File: config.mk
export PLATFORM = sky130hd
export DESIGN_NAME = hdq_master
export DESIGN_NICKNAME = d
export VERILOG_FILES = /design/src/rtl/hdq_pkg.sv /design/src/rtl/hdq_sync.sv /design/src/rtl/hdq_rx_shift.sv /design/src/rtl/hdq_master.sv
export SDC_FILE = /design/constraint.sdc
export NUM_CORES = 1
export LEC_CHECK = 0
export BUFFER_PORTS_ARGS = -buffer_cell sky130_fd_sc_hd__buf_4
export CAP_MARGIN = 0
export CORE_MARGIN = 8
export CORE_UTILIZATION = 40
export CTS_BUF_LIST = sky130_fd_sc_hd__clkbuf_4
export CTS_CLUSTER_DIAMETER = 60
export CTS_CLUSTER_SIZE = 16
export DETAILED_ROUTE_END_ITERATION = 12
export PLACE_DENSITY_LB_ADDON = 0.3
export REMOVE_ABC_BUFFERS = 1
export SYNTH_ARGS = -nofsm -noshare
export SYNTH_HDL_FRONTEND = slang
export SYNTH_HIERARCHICAL = 1
export SYNTH_SLANG_ARGS = --single-unit
File: constraint.sdc
create_clock -name clk_i -period 5.9 [get_ports clk_i]
set_input_delay 0.295 -clock clk_i [delete_from_list [all_inputs] [get_ports clk_i]]
set_output_delay 0.295 -clock clk_i [all_outputs]
set_load 0.03 [all_outputs]
File: src/rtl/hdq_pkg.sv
package hdq_pkg;

  typedef enum logic [3:0] {
    S_IDLE, S_BREAK, S_RECOV, S_TXLO, S_TXHI, S_GAP, S_RXWAIT, S_RXLO, S_RXHI
  } hdq_state_t;

  localparam logic [1:0] ERR_OK      = 2'd0;
  localparam logic [1:0] ERR_NO_RESP = 2'd1;
  localparam logic [1:0] ERR_LOW_TMO = 2'd2;
  localparam logic [1:0] ERR_GAP_TMO = 2'd3;

  // low phase length of a transmitted cell, in ticks
  function automatic int unsigned cell_low(input logic b,
                                           input int unsigned one_t,
                                           input int unsigned zero_t);
    return b ? one_t : zero_t;
  endfunction

  // high remainder so that low + high equals the cell length
  function automatic int unsigned cell_high(input logic b,
                                            input int unsigned cell_t,
                                            input int unsigned one_t,
                                            input int unsigned zero_t);
    return cell_t - cell_low(b, one_t, zero_t);
  endfunction

  // pulse-width decision for a received bit
  function automatic logic rx_decide(input int unsigned low_t,
                                     input int unsigned one_max);
    return low_t <= one_max;
  endfunction

endpackage

File: src/rtl/hdq_sync.sv
module hdq_sync #(
  parameter int STAGES = 2
) (
  input  logic clk_i,
  input  logic rst_ni,
  input  logic d_i,
  output logic q_o
);
  logic [STAGES-1:0] chain_q;

  always_ff @(posedge clk_i or negedge rst_ni) begin
    if (!rst_ni) chain_q <= '1;
    else         chain_q <= {chain_q[STAGES-2:0], d_i};
  end

  assign q_o = chain_q[STAGES-1];
endmodule

File: src/rtl/hdq_rx_shift.sv
module hdq_rx_shift #(
  parameter int WIDTH = 8
) (
  input  logic             clk_i,
  input  logic             rst_ni,
  input  logic             shift_i,
  input  logic             bit_i,
  output logic [WIDTH-1:0] next_o
);
  logic [WIDTH-1:0] sh_q;

  assign next_o = {bit_i, sh_q[WIDTH-1:1]};

  always_ff @(posedge clk_i or negedge rst_ni) begin
    if (!rst_ni)      sh_q <= '0;
    else if (shift_i) sh_q <= next_o;
  end
endmodule

File: src/rtl/hdq_master.sv
module hdq_master
  import hdq_pkg::*;
#(
  parameter int unsigned T_BREAK   = 10,
  parameter int unsigned T_RECOV   = 3,
  parameter int unsigned T_CELL    = 10,
  parameter int unsigned T_ONE     = 2,
  parameter int unsigned T_ZERO    = 6,
  parameter int unsigned T_GAP     = 15,
  parameter int unsigned T_RXWAIT  = 150,
  parameter int unsigned T_RXLOW   = 15,
  parameter int unsigned T_RXHIGH  = 20,
  parameter int unsigned T_ONE_MAX = 3,
  parameter int unsigned ADDR_W    = 7
) (
  input  logic              clk_i,
  input  logic              rst_ni,
  input  logic              tick_i,
  input  logic              start_i,
  input  logic [ADDR_W-1:0] addr_i,
  input  logic              wr_i,
  input  logic [7:0]        wdata_i,
  output logic [7:0]        rdata_o,
  output logic [1:0]        err_o,
  output logic              done_o,
  input  logic              line_i,
  output logic              oe_o,
  output logic              drv_low_o
);
  localparam int unsigned CW = $clog2(T_RXWAIT + 2);
  localparam int unsigned BYTE_W = ADDR_W + 1;

  hdq_state_t        st_q;
  logic [CW-1:0]     cnt_q, lowcnt_q;
  logic [BYTE_W-1:0] cmd_q;
  logic [7:0]        wdat_q, shf_q;
  logic [3:0]        nbit_q;
  logic              pend_q, dphase_q;

  // named internal events for the checker
  logic line_s, busy_w, rx_phase_w, last_w, accept_w, rx_shift_w, rx_bit_w;
  logic [7:0] rx_next_w;

  assign busy_w     = (st_q != S_IDLE);
  assign rx_phase_w = (st_q == S_RXWAIT) || (st_q == S_RXLO) || (st_q == S_RXHI);
  assign last_w     = (cnt_q == CW'(1));
  assign accept_w   = start_i && !busy_w && !pend_q;
  assign rx_bit_w   = rx_decide(32'(lowcnt_q), T_ONE_MAX);
  assign rx_shift_w = tick_i && (st_q == S_RXLO) && line_s;

  hdq_sync #(.STAGES(2)) u_sync (
    .clk_i(clk_i), .rst_ni(rst_ni), .d_i(line_i), .q_o(line_s)
  );

  hdq_rx_shift #(.WIDTH(8)) u_rx (
    .clk_i(clk_i), .rst_ni(rst_ni), .shift_i(rx_shift_w),
    .bit_i(rx_bit_w), .next_o(rx_next_w)
  );

  always_ff @(posedge clk_i or negedge rst_ni) begin
    if (!rst_ni) begin
      st_q      <= S_IDLE;
      cnt_q     <= '0;
      lowcnt_q  <= '0;
      cmd_q     <= '0;
      wdat_q    <= '0;
      shf_q     <= '0;
      nbit_q    <= '0;
      pend_q    <= 1'b0;
      dphase_q  <= 1'b0;
      oe_o      <= 1'b0;
      drv_low_o <= 1'b0;
      done_o    <= 1'b0;
      err_o     <= ERR_OK;
      rdata_o   <= '0;
    end else begin
      done_o <= 1'b0;
      if (accept_w) begin
        pend_q <= 1'b1;
        cmd_q  <= {wr_i, addr_i};
        wdat_q <= wdata_i;
      end
      if (tick_i) begin
        unique case (st_q)
          S_IDLE: if (pend_q) begin
            pend_q    <= 1'b0;
            st_q      <= S_BREAK;
            cnt_q     <= CW'(T_BREAK);
            oe_o      <= 1'b1;
            drv_low_o <= 1'b1;
          end
          S_BREAK: if (last_w) begin
            st_q      <= S_RECOV;
            cnt_q     <= CW'(T_RECOV);
            drv_low_o <= 1'b0;
          end else cnt_q <= cnt_q - 1'b1;
          S_RECOV: if (last_w) begin
            shf_q     <= 8'(cmd_q);
            nbit_q    <= 4'd8;
            dphase_q  <= 1'b0;
            st_q      <= S_TXLO;
            cnt_q     <= CW'(cell_low(cmd_q[0], T_ONE, T_ZERO));
            drv_low_o <= 1'b1;
          end else cnt_q <= cnt_q - 1'b1;
          S_TXLO: if (last_w) begin
            st_q      <= S_TXHI;
            cnt_q     <= CW'(cell_high(shf_q[0], T_CELL, T_ONE, T_ZERO));
            drv_low_o <= 1'b0;
          end else cnt_q <= cnt_q - 1'b1;
          S_TXHI: if (last_w) begin
            shf_q  <= shf_q >> 1;
            nbit_q <= nbit_q - 1'b1;
            if (nbit_q != 4'd1) begin
              st_q      <= S_TXLO;
              cnt_q     <= CW'(cell_low(shf_q[1], T_ONE, T_ZERO));
              drv_low_o <= 1'b1;
            end else if (!dphase_q && !cmd_q[BYTE_W-1]) begin
              st_q  <= S_RXWAIT;
              cnt_q <= CW'(T_RXWAIT);
              oe_o  <= 1'b0;
            end else begin
              st_q  <= S_GAP;
              cnt_q <= CW'(T_GAP);
            end
          end else cnt_q <= cnt_q - 1'b1;
          S_GAP: if (last_w) begin
            if (!dphase_q) begin
              dphase_q  <= 1'b1;
              shf_q     <= wdat_q;
              nbit_q    <= 4'd8;
              st_q      <= S_TXLO;
              cnt_q     <= CW'(cell_low(wdat_q[0], T_ONE, T_ZERO));
              drv_low_o <= 1'b1;
            end else begin
              st_q   <= S_IDLE;
              oe_o   <= 1'b0;
              done_o <= 1'b1;
              err_o  <= ERR_OK;
            end
          end else cnt_q <= cnt_q - 1'b1;
          S_RXWAIT: if (!line_s) begin
            st_q     <= S_RXLO;
            lowcnt_q <= CW'(1);
            cnt_q    <= CW'(T_RXLOW);
            nbit_q   <= 4'd8;
          end else if (last_w) begin
            st_q   <= S_IDLE;
            done_o <= 1'b1;
            err_o  <= ERR_NO_RESP;
          end else cnt_q <= cnt_q - 1'b1;
          S_RXLO: if (line_s) begin
            nbit_q <= nbit_q - 1'b1;
            if (nbit_q == 4'd1) begin
              st_q    <= S_IDLE;
              done_o  <= 1'b1;
              err_o   <= ERR_OK;
              rdata_o <= rx_next_w;
            end else begin
              st_q  <= S_RXHI;
              cnt_q <= CW'(T_RXHIGH);
            end
          end else begin
            lowcnt_q <= lowcnt_q + 1'b1;
            if (last_w) begin
              st_q   <= S_IDLE;
              done_o <= 1'b1;
              err_o  <= ERR_LOW_TMO;
            end else cnt_q <= cnt_q - 1'b1;
          end
          S_RXHI: if (!line_s) begin
            st_q     <= S_RXLO;
            lowcnt_q <= CW'(1);
            cnt_q    <= CW'(T_RXLOW);
          end else if (last_w) begin
            st_q   <= S_IDLE;
            done_o <= 1'b1;
            err_o  <= ERR_GAP_TMO;
          end else cnt_q <= cnt_q - 1'b1;
          default: st_q <= S_IDLE;
        endcase
      end
    end
  end
endmodule

**After elaboration in Yosys (flattened, before gate mapping)**

Cells that the tools add are included.

- Register bits after elaboration: 73
- Bits in latches: 0
- Memory bits (writable): 0
- ROM bits: 0
- Input port bits: 21
- Output and inout bits: 13
- Logic and storage cells: 171
- Memories: 0

- Add/sub/neg operators: 4
- Multipliers: 0
- Divide/modulo/power cells: 0
- Magnitude comparators: 1
- Equality and inequality tests: 35
- Shift operators: 0
- Mux-type cells: 84
- Bitwise operators: 0
- Reductions and logical operators: 31

Operators with widths:

| kind | count |
|---|---|
| $mux 8 | 19 |
| $mux 4 | 16 |
| $pmux 8 s8 | 1 |
| $ne 2x2->1 const B | 16 |
| $pmux 4 s8 | 1 |
| $pmux 8 s3 | 1 |
| $mux 1 | 23 |
| $mux 2 | 11 |
| $pmux 4 s5 | 1 |
| $eq 4x3->1 const B | 4 |
| $pmux 8 s2 | 1 |
| $reduce_and 8->1 | 2 |
| $mux 3 | 5 |
| $reduce_and 4->1 | 3 |
| $reduce_and 10->1 | 1 |
| $reduce_bool 5->1 | 2 |
| $ne 3x3->1 const B | 3 |
| $reduce_and 9->1 | 1 |
| $add 8x1->8 const B | 1 |
| $eq 4x1->1 const B | 2 |
| $eq 4x2->1 const B | 2 |
| $eq 8x1->1 const B | 1 |
| $le 8x2->1 const B | 1 |
| $ne 2x1->1 const B | 4 |
| 21 further kinds | 33 |

**Logic depth before layout (Yosys ltp)**

- Depth after elaboration: 8
- Depth in mapped cells: 11
- Gate-level depth less buffers: 10

**Hierarchy**

Netlist, hierarchy kept.

By module, submodules not included:

| module | times used | cells an instance | area an instance (sq um) | sequential area each (sq um) |
|---|---|---|---|---|
| hdq_master | 1 | 399 | 3673.5 | 1576.5 |
| hdq_rx_shift | 1 | 16 | 299.0 | 175.2 |
| hdq_sync | 1 | 2 | 52.6 | 52.6 |

**Least setup slack after synthesis**

Ideal clock, no wire load.

- Kind: reg2reg
- From: register cnt_q[5]
- To: register cnt_q[0]
- Library setup time: 123 ps
- Data arrival time: 2030 ps
- Data required time: 5777 ps
- Setup slack: 3747 ps
- Stages on the path, launching flop included: 11
- Buffers on the path: 1
- Period minus slack after synthesis: 2153 ps
- Path through: dfrtp_1 nor4_4 nand4_2 clkbuf_1 ha_1 nand2_1 o21ai_0 a32oi_1 o22ai_1 a211oi_1 o21ai_1

- Word-level cells in the longest chain between the ends: 4
- Elaborated cells on any way between the ends: 12
- Classes of those cells: 2 x eq/ne; 9 x mux; 1 x reduce/logical

RTL lines:

| what | RTL line | source |
|---|---|---|
| start: declaration | hdq_master.sv:34 | `logic [CW-1:0] cnt_q, lowcnt_q;` |
| start signal: assignment | hdq_master.sv:88 | `cnt_q <= CW'(T_BREAK);` |
| start signal: assignment | hdq_master.sv:94 | `cnt_q <= CW'(T_RECOV);` |
| start signal: assignment | hdq_master.sv:96 | `end else cnt_q <= cnt_q - 1'b1;` |
| $eq 8x1->1 (*) | hdq_master.sv:46 | `assign last_w = (cnt_q == CW'(1));` |
| $mux 8 | -- |  |
| $mux 8, on equally long branches | -- |  |
| $pmux 8 s8 | hdq_master.sv:84 | `unique case (st_q)` |

Mark *: on every way between the ends. The rest lies on a longest branch, timed or not.
A chain may end at the register's enable or synchronous reset.

**Final worst setup path**

- From: register st_q[1]
- To: register shf_q[5]

- Word-level cells in the longest chain between the ends: 3
- Elaborated cells on any way between the ends: 10
- Classes of those cells: 7 x eq/ne; 1 x mux; 2 x reduce/logical

RTL lines:

| what | RTL line | source |
|---|---|---|
| start: declaration | hdq_master.sv:33 | `hdq_state_t st_q;` |
| start signal: assignment | hdq_master.sv:62 | `st_q <= S_IDLE;` |
| start signal: assignment | hdq_master.sv:87 | `st_q <= S_BREAK;` |
| start signal: assignment | hdq_master.sv:93 | `st_q <= S_RECOV;` |
| $eq 4x2->1 / $eq 4x3->1 (equally long branches) | hdq_master.sv:84 |  |
| $ne 2x2->1 (no line) / $reduce_bool 3->1 (equally long branches) | -- |  |
| $reduce_and 6->1 (no line) | -- |  |
| end signal: assignment | hdq_master.sv:98 | `shf_q <= 8'(cmd_q);` |
| end signal: assignment | hdq_master.sv:111 | `shf_q <= shf_q >> 1;` |
| end signal: assignment | hdq_master.sv:129 | `shf_q <= wdat_q;` |
| end: declaration | hdq_master.sv:36 | `logic [7:0] wdat_q, shf_q;` |

Parallel ways exist; a longest one is shown, timed or not.

==> summary.md <==
| Metric | Value |
|---|---|
| Final worst setup slack | between 3000 and 4000 ps |
| Power Density | 488 mW/mm^2 |
| Cell taking the most area after synthesis | dfrtp_1 |
| Area Overhead vs Synth | 12.1% |
| Min Tclk post-route | 2850 ps |
| Top cells by area, synth | dfrtp_1 (44%), mux2_2 (6.7%), nand2_1 (4.8%), o21ai_0 (4.6%), a21oi_1 (2.6%) |
| Final HPWL DP | between 6000 and 7000 um |
| Synth top area share | 43.5% |
| Post-place instance area | 0.00434 mm^2 |
| Netlist cell types | 58 |
| Core area | 0.00977 mm^2 |
| Worst-path maximum fanout | 33 |
| FF+latch count, synth | 72 |
| CP Launch Type | register |
| Yosys warnings | 6 |
| Number of global-route vias before repair | between 3000 and 4000 |
| Non-filler instance count after layout | ~580 |
| Peak VDD IR | approximately 200 uV |
| DR DRC count | 0 |
| Register area share after synthesis | 44.8% |
| Commonest non-fill, non-tap cell in the layout | dfrtp_1 |
| H-tree depth | 3 |
| Fin. max-slew vios | 0 |
| Post-CTS Resized | 0 |
| Antenna violations before repair | 0 |
| DP Cell Count | roughly 560 |
| Syn Std Cell Area | 0.00403 mm^2 |
| Area of the multi-input gates | 0.00206 mm^2 |
| Max clock buf depth | 2 |
| Clock-pin slew on the worst setup and hold paths | 120 ps |
| Final hold violation count | 2 |
| Total wire length | between 9000 and 10000 um |
| Min-delay worst type | in2async |
| Peak Freq | approximately 350 MHz |
| Port Buf Inserts | 33 |
| First-pass GRT wire length | 15400 um |
| Clock skew | 13.2 ps |
| RSZ-0062 raised after global routing | false |
| Post-Syn Instances | between 400 and 500 |
| Post-DRT Antenna Nets | 0 |
| Initial DRC count | 202 |
| Setup TNS | 0 ps |
| Kind of critical path | reg2reg |
| Ys async rst share | 100% |
| Required @ worst endpoint | around 6200 ps |
| Via-per-instance ratio | 5.52 |
| Total global-route track usage | between 10% and 20% |
| Syn Area/Cell | ~9.7 um^2 |
| DR WL/cell | around 16 um |
| Vias | 3189 |
| Post-synth EDFFs | 0 |
| Status | finished, violations left |
| Remaining Overflow, GRT | 0 |
| IO Pins | 34 |
| Share of cells above drive strength 1 | 21.1% |
| Placer Congestion | 0.854 |
| Failing checks | negative hold slack |
| Initial core utilization | 41.2% |
| Max cap viols | 0 |
| Design area | 0.00451 mm^2 |
| Register Area | 0.00180 mm^2 |
| TritonCTS clock tree | yes |
| Arrival time at the worst endpoint | 3170 ps |
| CP endpoint kind | register |
| Layout Nets | approximately 470 |
| Die W | 116 um |
| Filler cells | 953 |
| Slew @ Worst Pin | 1020 ps |
| Clock sinks | 72 |
| Die area | 0.0135 mm^2 |
| Pin count of the biggest net entering global routing | between 70 and 80 |
| Commonest non-fill, non-tap cells in the layout | dfrtp_1 (70), nand2_1 (52), o21ai_0 (37), buf_4 (35), mux2_2 (24) |
| Clk_lat worst skew | 410 ps |
| CTS buffer count | 9 |
| Height of the die | 116 um |
| Leakage | 1.98 nW |
| Site Rows | 36 |
| Detailed Routing Iterations Pass 1 | 4 |
| Ant diodes | 0 |
| Hold WS | -4.27 ps |
| CTS Root Cell | clkbuf_4 |
| Prevailing post-synth register cell | dfrtp_1 |
| Final Cycle Share | approximately 48% |
| Pre-CTS setup slack | 3070 ps |
| Slew margin rel. | about a third |
| Final setup vio count | 0 |
kinds of logic (layout without fill, tap and decap cells):
| family | after synthesis | after routing | synth area share, % |
|---|---|---|---|
| AOI/OAI and AO/OA | 115 | 115 | 17.5 |
| xor gates and xnor gates | 7 | 7 | 1.52 |
| adders and majority gates | 7 | 7 | 2.18 |
| buffers and inverters | 38 | 66 | 4.07 |
| DFF | 72 | 72 | 44.8 |
| muxes | 42 | 42 | 12.1 |
| and+or+nand+nor | 136 | 136 | 17.8 |
worst paths after layout:
kind,from,end,slack [ps],depth (start not counted)
setup / recovery,st_q[1],shf_q[5],3050,5
hold / removal,rst_ni,lowcnt_q[7],-4,1
setup reg to reg,st_q[1],shf_q[5],3050,5
hold reg to reg,u_sync/chain_q[0],u_sync/chain_q[1],360,0
max in group asynchronous,rst_ni,shf_q[0],5300,1
min in group clk_i,addr_i[4],cmd_q[4],110,2
metrics by stage:
stage          hold WS, ps  total power, mW  util (%)
2_1_floorplan       -0.591             1.57         -
3_3_place_gp           346             1.83      44.4
3_5_place_dp           348             1.86      44.4
4_1_cts               16.4             2.22      46.2
5_1_grt               32.3             2.38      46.2
6_report             -4.27             2.20      46.2
area by class of cell:
class                   count  share of cell area [%]
repair buffers             36                    6.05
inverters                  14                    1.16
clock inverters             6                    1.86
well taps                 133                    3.69
multi-input cells         307                    45.6
clock buffers              10                    1.66
flip-flops and latches     72                    40.0
cells in the mapped netlist (3+ instances only):
library cell,n
a211oi_1,4
a21oi_1,21
a31o_2,3
a31oi_1,5
a32oi_1,3
and3_1,3
and4_1,4
buf_2,8
clkbuf_1,12
dfrtp_1,70
ha_1,7
inv_1,14
mux2_2,24
mux2_4,7
mux2i_1,10
nand2_1,52
nand2b_1,10
nand3_1,8
nand3b_1,3
nor2_1,18
nor2b_1,6
nor3_1,13
o21a_1,6
o21ai_0,37
o21ai_1,10
o22ai_1,4
o31ai_1,5
xnor2_1,3
xor2_1,4
worst max-delay path, cell delays in order (launching register included):
cell	delay, ps
dfrtp_1	1030
nor2b_1	320
and3_1	320
o21ai_0	160
nand4b_1	540
o21ai_0	390
power by group:
group / switching (mW) / internal [mW]
clock: 0.177 / 0.175
combinational: 0.532 / 0.440
sequential: 0.226 / 0.652
total: 0.934 / 1.27
sequential cells by signal, summed over array words and instances, names as in the netlist, 2 cells and up:
| signal | count |
|---|---|
| cmd_q | 8 |
| wdat_q | 8 |
| nbit_q | 4 |
| cnt_q | 8 |
| rdata_o | 8 |
| shf_q | 8 |
| u_rx/sh_q | 7 |
| u_sync/chain_q | 2 |
| st_q | 4 |
| err_o | 2 |
| lowcnt_q | 8 |
layer usage:
| metal | vias up | wire (um) | part of all wire (%) | track usage, % |
|---|---|---|---|---|
| met2 | 89 | 4210 | 46 | 22.8 |
| li1 | 1551 | - | - | - |
| met4 | 0 | 149 | 1.6 | 4.93 |
| met5 | - | 0 | 0 | 0 |
| met1 | 1537 | 4200 | 46 | 18.3 |
| met3 | 12 | 540 | 5.9 | 4.08 |
timing repair:
item	in CTS	in global routing
hold endpoints to repair	1	0
hold buffers	1	0
endpoints found under the setup margin	0	0
setup buffers	0	0
Note: power is estimated with default switching activity, not from simulation.
